===== src/rtl/csel_pkg.sv =====
package csel_pkg;

    // Flag positions inside the status word
    localparam int FLAG_NEG_POS = 31;
    localparam int FLAG_ZRO_POS = 30;
    localparam int FLAG_CRY_POS = 29;
    localparam int FLAG_OVF_POS = 28;
    localparam int FLAG_MSB_NEED = 32;
    localparam int COND_W = 4;

    typedef enum logic [COND_W-1:0] {
        CC_ZSET   = 4'd0,
        CC_ZCLR   = 4'd1,
        CC_CSET   = 4'd2,
        CC_CCLR   = 4'd3,
        CC_NSET   = 4'd4,
        CC_NCLR   = 4'd5,
        CC_VSET   = 4'd6,
        CC_VCLR   = 4'd7,
        CC_UGT    = 4'd8,
        CC_ULE    = 4'd9,
        CC_SGE    = 4'd10,
        CC_SLT    = 4'd11,
        CC_SGT    = 4'd12,
        CC_SLE    = 4'd13,
        CC_ALWAYS = 4'd14,
        CC_ALWAYX = 4'd15
    } cond_e;

    typedef struct packed {
        logic neg;
        logic zro;
        logic cry;
        logic ovf;
    } flags_t;

    // Pair index: codes come in pass/fail pairs, code[0] inverts the base test
    typedef enum logic [2:0] {
        PR_ZERO  = 3'd0,
        PR_CARRY = 3'd1,
        PR_NEG   = 3'd2,
        PR_OVF   = 3'd3,
        PR_UHIGH = 3'd4,
        PR_SGEQ  = 3'd5,
        PR_SGTR  = 3'd6,
        PR_ANY   = 3'd7
    } pair_e;

    function automatic logic pair_base(input pair_e p, input flags_t f);
        logic same_sign;
        same_sign = ~(f.neg ^ f.ovf);
        case (p)
            PR_ZERO:  pair_base = f.zro;
            PR_CARRY: pair_base = f.cry;
            PR_NEG:   pair_base = f.neg;
            PR_OVF:   pair_base = f.ovf;
            PR_UHIGH: pair_base = f.cry & ~f.zro;
            PR_SGEQ:  pair_base = same_sign;
            PR_SGTR:  pair_base = ~f.zro & same_sign;
            default:  pair_base = 1'b1;
        endcase
    endfunction

endpackage


===== src/rtl/csel_flag_extract.sv =====
module csel_flag_extract
    import csel_pkg::*;
#(
    parameter int STATUS_W = 32
) (
    input  logic [STATUS_W-1:0] status_i,
    output flags_t              flags_o
);
    localparam int LOW_W = FLAG_OVF_POS;

    logic unused_low_bits;

    assign flags_o.neg = status_i[FLAG_NEG_POS];
    assign flags_o.zro = status_i[FLAG_ZRO_POS];
    assign flags_o.cry = status_i[FLAG_CRY_POS];
    assign flags_o.ovf = status_i[FLAG_OVF_POS];

    generate
        if (STATUS_W > FLAG_MSB_NEED) begin : g_wide
            assign unused_low_bits = ^{status_i[STATUS_W-1:FLAG_MSB_NEED], status_i[LOW_W-1:0]};
        end else begin : g_exact
            assign unused_low_bits = ^status_i[LOW_W-1:0];
        end
    endgenerate

    initial begin
        if (STATUS_W < FLAG_MSB_NEED) $error("status word too narrow for flags");
    end
endmodule


===== src/rtl/csel_cond_eval.sv =====
module csel_cond_eval
    import csel_pkg::*;
(
    input  flags_t              flags_i,
    input  logic [COND_W-1:0]   code_i,
    output logic                pass_o
);
    pair_e pair;
    logic  base;
    logic  invert;

    always_comb begin
        pair   = pair_e'(code_i[COND_W-1:1]);
        base   = pair_base(pair, flags_i);
        // The last pair passes on both codes, so no inversion there
        invert = code_i[0] & (pair != PR_ANY);
        pass_o = base ^ invert;
    end
endmodule


===== src/rtl/csel_operand_mux.sv =====
module csel_operand_mux #(
    parameter int DATA_W  = 32,
    parameter int SLICE_W = 8
) (
    input  logic              pass_i,
    input  logic [DATA_W-1:0] then_i,
    input  logic [DATA_W-1:0] else_i,
    output logic [DATA_W-1:0] sel_o
);
    localparam int NSLICE = (DATA_W + SLICE_W - 1) / SLICE_W;

    genvar gi;
    generate
        for (gi = 0; gi < NSLICE; gi++) begin : g_slice
            localparam int LO = gi * SLICE_W;
            localparam int HI = ((gi + 1) * SLICE_W > DATA_W) ? DATA_W - 1 : (gi + 1) * SLICE_W - 1;
            assign sel_o[HI:LO] = pass_i ? then_i[HI:LO] : else_i[HI:LO];
        end
    endgenerate
endmodule


===== src/rtl/csel_top.sv =====
module csel_top
    import csel_pkg::*;
#(
    parameter int DATA_W   = 32,
    parameter int STATUS_W = 32,
    parameter bit REG_OUT  = 1'b0
) (
    input  logic                clk,
    input  logic                rst,
    input  logic [STATUS_W-1:0] status_word,
    input  logic [COND_W-1:0]   cond_code,
    input  logic [DATA_W-1:0]   then_op,
    input  logic [DATA_W-1:0]   else_op,
    output logic [DATA_W-1:0]   result
);
    flags_t            flags;
    logic              pass;
    logic [DATA_W-1:0] picked;

    csel_flag_extract #(.STATUS_W(STATUS_W)) u_flags (
        .status_i (status_word),
        .flags_o  (flags)
    );

    csel_cond_eval u_eval (
        .flags_i (flags),
        .code_i  (cond_code),
        .pass_o  (pass)
    );

    csel_operand_mux #(.DATA_W(DATA_W)) u_mux (
        .pass_i (pass),
        .then_i (then_op),
        .else_i (else_op),
        .sel_o  (picked)
    );

    generate
        if (REG_OUT) begin : g_reg
            logic [DATA_W-1:0] res_q;
            always_ff @(posedge clk) begin
                if (rst) res_q <= '0;
                else     res_q <= picked;
            end
            assign result = res_q;

            // first edge after reset shows the cleared register
            a_r11_reset_clear: assert property (@(posedge clk) disable iff (rst)
                $past(rst) |-> result == '0);
            // always-pass codes deliver the then operand one cycle later
            a_r9_always_then: assert property (@(posedge clk) disable iff (rst)
                (!$past(rst) && $past(cond_code) >= 4'd14) |-> result == $past(then_op));
            // zero-set code with zero flag high picks then operand
            a_r2_zero_then: assert property (@(posedge clk) disable iff (rst)
                (!$past(rst) && $past(cond_code) == 4'd0 && $past(status_word[FLAG_ZRO_POS]))
                |-> result == $past(then_op));
            // output is always one of the two operands seen last edge
            a_r10_one_of_two: assert property (@(posedge clk) disable iff (rst)
                !$past(rst) |-> (result == $past(then_op) || result == $past(else_op)));
            // unsigned-higher fails when carry is clear
            a_r6_uhigh_fail: assert property (@(posedge clk) disable iff (rst)
                (!$past(rst) && $past(cond_code) == 4'd8 && !$past(status_word[FLAG_CRY_POS]))
                |-> result == $past(else_op));
        end else begin : g_comb
            assign result = picked;


            a_r9_always_then: assert property (@(posedge clk) disable iff (rst)
                cond_code >= 4'd14 |-> result == then_op);

            a_r2_zero_then: assert property (@(posedge clk) disable iff (rst)
                (cond_code == 4'd0 && status_word[FLAG_ZRO_POS]) |-> result == then_op);

            a_r10_one_of_two: assert property (@(posedge clk) disable iff (rst)
                result == then_op || result == else_op);

            a_r6_uhigh_fail: assert property (@(posedge clk) disable iff (rst)
                (cond_code == 4'd8 && !status_word[FLAG_CRY_POS]) |-> result == else_op);
        end
    endgenerate
endmodule


===== config.mk =====
export PLATFORM = sky130hd
export DESIGN_NAME = csel_top
export DESIGN_NICKNAME = d
export VERILOG_FILES = /design/src/rtl/csel_pkg.sv /design/src/rtl/csel_flag_extract.sv /design/src/rtl/csel_cond_eval.sv /design/src/rtl/csel_operand_mux.sv /design/src/rtl/csel_top.sv
export SDC_FILE = /design/constraint.sdc
export NUM_CORES = 1
export LEC_CHECK = 0
export BUFFER_PORTS_ARGS = -buffer_cell sky130_fd_sc_hd__buf_2
export CAP_MARGIN = 20
export CELL_PAD_IN_SITES_DETAIL_PLACEMENT = 0
export CELL_PAD_IN_SITES_GLOBAL_PLACEMENT = 1
export CORE_MARGIN = 2
export CORE_UTILIZATION = 15
export DETAILED_ROUTE_END_ITERATION = 10
export PLACE_DENSITY = 0.8
export SYNTH_ARGS = -nofsm -noshare
export SYNTH_HDL_FRONTEND = slang
export SYNTH_SLANG_ARGS = --single-unit

===== constraint.sdc =====
create_clock -name vclk -period 1.7
set_input_delay 0.085 -clock vclk [all_inputs]
set_output_delay 0.085 -clock vclk [all_outputs]
set_load 0.1 [all_outputs]

Word level (Yosys, flattened, before mapping)
Cells that the tools add are included.
Widths: inputs -> output; s select.
Word-level totals
  output and inout port bits: 32
  logic and storage cells: 20
  memories: 0
  bits of input ports: 102
  latch bits: 0
  bits in writable memories: 0
  memory bits (read-only): 0
  register bits after elaboration: 0
Cells by class
  reduce and logical (&&, ||, !) cells: 1
  shifts and indexed selects: 0
  bitwise gates (word level): 7
  $lt $le $gt $ge: 0
  mux-type cells: 5
  $mul: 0
  add/sub/neg operators: 0
  equality and inequality tests: 7
  divide/modulo/power cells: 0
Operator list (number)
  $mux 8: 4
  $eq 3x3->1 const B: 3
  $pmux 1 s7: 1
  $eq 3x2->1 const B: 2
  $and 1x1->1: 3
  $eq 3x1->1 const B: 1
  $logic_not 3->1: 1
  $ne 3x3->1 const B: 1
  $not 1->1: 2
  $xor 1x1->1: 2

Longest topological paths before layout
  word-level depth: 6
  depth in mapped cells: 7
  mapped depth without buffers: 5

Hierarchy
A second synthesis with hierarchy kept.
Second synthesis, totals
  cell total of the unflattened synthesis: 58
  area total of the unflattened synthesis: 706.9 µm²
By module, submodules not included
  csel_operand_mux: area each 544.3 µm², instances 1, cells each 36, seq. area each 0.0 µm²
  csel_cond_eval: area each 132.6 µm², instances 1, cells each 18, seq. area each 0.0 µm²
  csel_flag_extract: area each 30.0 µm², instances 1, cells each 4, seq. area each 0.0 µm²

Worst setup path after synthesis
Ideal clock, no wire load.
  path type: in2out
  start point: input cond_code[1]
  end point: output result[0]
  stages on the path: 7
  path slack: -29 ps
  buffers on the path: 2
  arrival time: 1644 ps
  data required time: 1615 ps
  cell sequence: buf_6 -> mux2i_1 -> xor2_1 -> a22o_1 -> nor3_4 -> buf_6 -> mux2_4
On the way
  longest elaborated chain between the ends: 4
  elaborated cells on any way between the ends: 12
  classes of those cells: eq/ne: 7; mux: 2; bitwise: 2; reduce/logical: 1
RTL lines
  start: declaration: RTL line csel_top.sv:11  | input logic [COND_W-1:0] cond_code,
  $eq 3x3->1 (tied with other cells): RTL line csel_pkg.sv:52  | case (p)
  $pmux 1 s7 / $and 1x1->1 (equally long branches): RTL line csel_pkg.sv:52, csel_cond_eval.sv:16
  $xor 1x1->1 (*): RTL line csel_cond_eval.sv:17  | pass_o = base ^ invert;
  $mux 8 (*): RTL line csel_operand_mux.sv:17  | assign sel_o[HI:LO] = pass_i ? then_i[HI:LO] : else_i[HI:LO];
  end: declaration: RTL line csel_top.sv:14  | output logic [DATA_W-1:0] result
Every way passes the cells marked *; elsewhere a longest branch is shown, timed or not.

Final worst setup path
  start point: input cond_code[1]
  end point: output result[16]
The elaborated chain is that of the path after synthesis.

==> insert_results.sql <==
INSERT INTO impl_metrics (metric_group, metric, value, unit) VALUES
('route', 'antenna_left', '0', ''),
('route', 'avgViaCountPerCell', '4.10', ''),
('logic_synthesis', 'yosysWarnings', '0', ''),
('pwr', 'sequential_power_share', '0', '%'),
('hold_path', 'whs_endpoint', 'result[22]', ''),
('critical_path', 'setup.worst_path.class', 'in2out', ''),
('run_status', 'violations_in_the_final_reports', 'setup timing', ''),
('finish', 'layout-area-overhead-vs-synth', '192', '%'),
('pwr', 'switching_power', '0.963', 'mW'),
('finish', 'finished_layout_cells', '220', ''),
('critical_path', 'timing.critical_path.arrival', '1.73', 'ns'),
('timing', 'setup_viol', '32', ''),
('critical_path', 'critical_path_required', '1.62', 'ns'),
('timing', 'final_max_slew_viol_count', '0', ''),
('critical_path', 'critical_path.startpoint_type', 'primary input', ''),
('hold_path', 'whs_path_depth', '3', ''),
('logic_synthesis', 'seq_area_frac_synth', '0', '%'),
('timing', 'grt_setup_unrepaired', 'yes', ''),
('route', 'post_drt_wl_per_cell', '14.3', 'µm'),
('pwr', 'share_clk_of_total_power', '0', '%'),
('global_routing', 'wire_length_of_the_first_global_routing_pass', '4.35', 'mm'),
('route', 'finalWirelength', '3.15', 'mm'),
('critical_path', 'worstSetupEndpointType', 'output port', ''),
('clock_tree', 'cts.hold.buffers_added', '0', ''),
('die', 'start_util', '15.4', '%'),
('finish', 'finalNetCount', '272', ''),
('place', 'pre_cts_slack', '-0.192', 'ns'),
('logic_synthesis', 'netlist_instances', '56', ''),
('die', 'placement_rows', '24', ''),
('pwr', 'vdd_drop_max', '0.000213', 'V'),
('timing', 'tns', '-2.97', 'ns'),
('hold_path', 'worstHoldPathType', 'in2out', ''),
('timing', 'achievable-frequency', '0.552', 'GHz'),
('pwr', 'powerDensity', '861', 'mW/mm²'),
('logic_synthesis', 'netlist_area', '667', 'µm²'),
('pwr', 'cell_internal_pwr', '0.712', 'mW'),
('logic_synthesis', 'netlist-cell-type-count', '16', ''),
('timing', 'min_period_over_period', '107', '%'),
('route', 'drt_iter0_drc', '5', ''),
('timing', 'maxSlewHeadroom', '86.0', '%'),
('route', 'drt-pass1-iter-count', '2', ''),
('run_status', 'status', 'finished with violations', ''),
('place', 'io_buffer_count', '104', ''),
('route', 'dr_total_vias', '903', ''),
('finish', 'n_sequential_cell', '0', ''),
('timing', 'report.final.hold_viol_count', '0', ''),
('global_routing', 'gr_overflow_total', '0', ''),
('global_routing', 'global_route.usage.total', '10.5', '%'),
('timing', 'setup_ws', '-0.112', 'ns'),
('die', 'num_io_pins', '134', ''),
('global_routing', 'antenna_found_initial', '0', ''),
('finish', 'post_route_cells_drive_above_1_share', '92.3', '%'),
('place', 'hpwl_detailed', '2.72', 'mm'),
('route', 'drc_errors', '0', ''),
('pwr', 'totalPowerFinal', '1.68', 'mW'),
('place', 'post-place-cells', '214', ''),
('finish', 'seq_area', '0', 'µm²'),
('place', 'finalWeightedCongestion', '0.774', ''),
('pwr', 'switching_share', '57.5', '%'),
('hold_path', 'min-delay-start', 'else_op[22]', ''),
('die', 'die_y', '70.7', 'µm'),
('timing', 'period_minus_slack', '1.81', 'ns'),
('flow_run', 'drv_cap', '0', ''),
('critical_path', 'critPathMaxFanout', '6', ''),
('global_routing', 'first_global_vias', '911', ''),
('timing', 'hold-worst-slack', '0.556', 'ns'),
('pwr', 'p_leak', '1.04', 'nW'),
('die', 'core-area', '0.00432', 'mm²'),
('logic_synthesis', 'syn-mean-instance-area', '11.9', 'µm²'),
('finish', 'diodes', '0', ''),
('global_routing', 'largest_net_degree_at_the_start_of_global_routing', '21', ''),
('logic_synthesis', 'synth_nets', '158', ''),
('pwr', 'combinationalPowerShare', '100.0', '%'),
('die', 'die_area', '0.00499', 'mm²'),
('timing', 'tightest_slew', '0.206', 'ns'),
('die', 'dieWidth', '70.7', 'µm'),
('finish', 'clock_buffer_count', '0', '');
==> worst max path at each step <==
stage,startpoint,end,slack [ns],depth (start not counted)
after floorplan,cond_code[1],result[0],0.02,7
after global placement,status_word[31],result[31],-0.14,8
after detailed placement,status_word[31],result[16],-0.19,8
after CTS,cond_code[1],result[16],-0.15,9
after global routing,cond_code[1],result[26],-0.18,9
final,cond_code[1],result[16],-0.11,9
==> power by group through the flow <==
stage | Sequential [mW] | Clock, mW | Combinational (mW)
detailed placement | 0 | 0 | 1.58
global placement | 0 | 0 | 1.56
CTS | 0 | 0 | 1.63
finish | 0 | 0 | 1.68
floorplan | 0 | 0 | 1.01
global route | 0 | 0 | 1.72
==> cell families after synthesis <==
kind of cell	count (synthesis)	share of synthesized area [%]
AO/OA/AOI/OAI	4	5.25
multiplexers	35	75.4
XOR/XNOR	3	3.94
AND/OR/NAND/NOR	9	8.07
buffers and inverters	5	7.32
==> cells in the mapped netlist <==
cell type,number,share of area (%)
mux2_4,30,68
buf_6,4,6.8
nor2_1,4,2.3
mux2i_1,3,4.5
mux2_2,2,3.4
nand3_1,2,1.5
xor2_1,2,2.6
a21bo_2,1,1.5
a22o_1,1,1.3
a311o_1,1,1.5
a31oi_1,1,0.94
inv_1,1,0.56
nand2_1,1,0.56
nor3_4,1,2.4
nor4b_1,1,1.3
xnor2_1,1,1.3
==> layer usage <==
metal | global-route usage, % | part of all wire [%] | vias to the layer above
li1 | - | - | 437
met1 | 10.9 | 31 | 414
met2 | 22.9 | 61 | 52
met3 | 1.57 | 8.4 | 0
met4 | 0 | 0 | 0
met5 | 0 | 0 | -
==> cell usage in the layout, fill, tap and decap left out <==
cell type	n
a21bo_2	1
a22o_1	1
a311o_1	1
a31oi_2	1
buf_12	35
buf_16	1
buf_2	68
buf_4	4
buf_6	6
clkbuf_16	2
inv_1	1
mux2_4	32
mux2i_1	1
mux2i_2	2
nand2_1	1
nand3_1	2
nor2_1	4
nor3_4	1
nor4b_4	1
xnor2_2	1
xor2_1	2
==> worst max-delay path, cell delays in order <==
cell and delay, ns:
buf_12 0.11, mux2i_1 0.12, xor2_1 0.16, a22o_1 0.24
nor3_4 0.21, buf_6 0.17, clkbuf_16 0.15, mux2_4 0.31
buf_12 0.17
==> through the flow <==
| step | utilization (%) | area [µm²] |
|---|---|---|
| after floorplan | - | 673 |
| after global placement | 40.8 | 1760 |
| after detailed placement | 40.8 | 1760 |
| after CTS | 43.0 | 1860 |
| after global routing | 45.0 | 1950 |
| final | 45.0 | 1950 |
==> cell type report <==
type / instances / area [µm²]
Multi-Input combinational cell: 51 / 662
Tap cell: 52 / 65.1
Inverter: 1 / 3.75
Timing Repair Buffer: 116 / 1220
Fill cell: 403 / 2380
==> what timing repair did <==
| action | 4_1_cts | 5_1_grt |
|---|---|---|
| resized for setup | 13 | 6 |
| pin swaps | 0 | 3 |
| setup endpoints to repair | 32 | 32 |
| setup buffers | 1 | 2 |
| gates cloned | 1 | 3 |
Power figures use the tool's default switching activity.
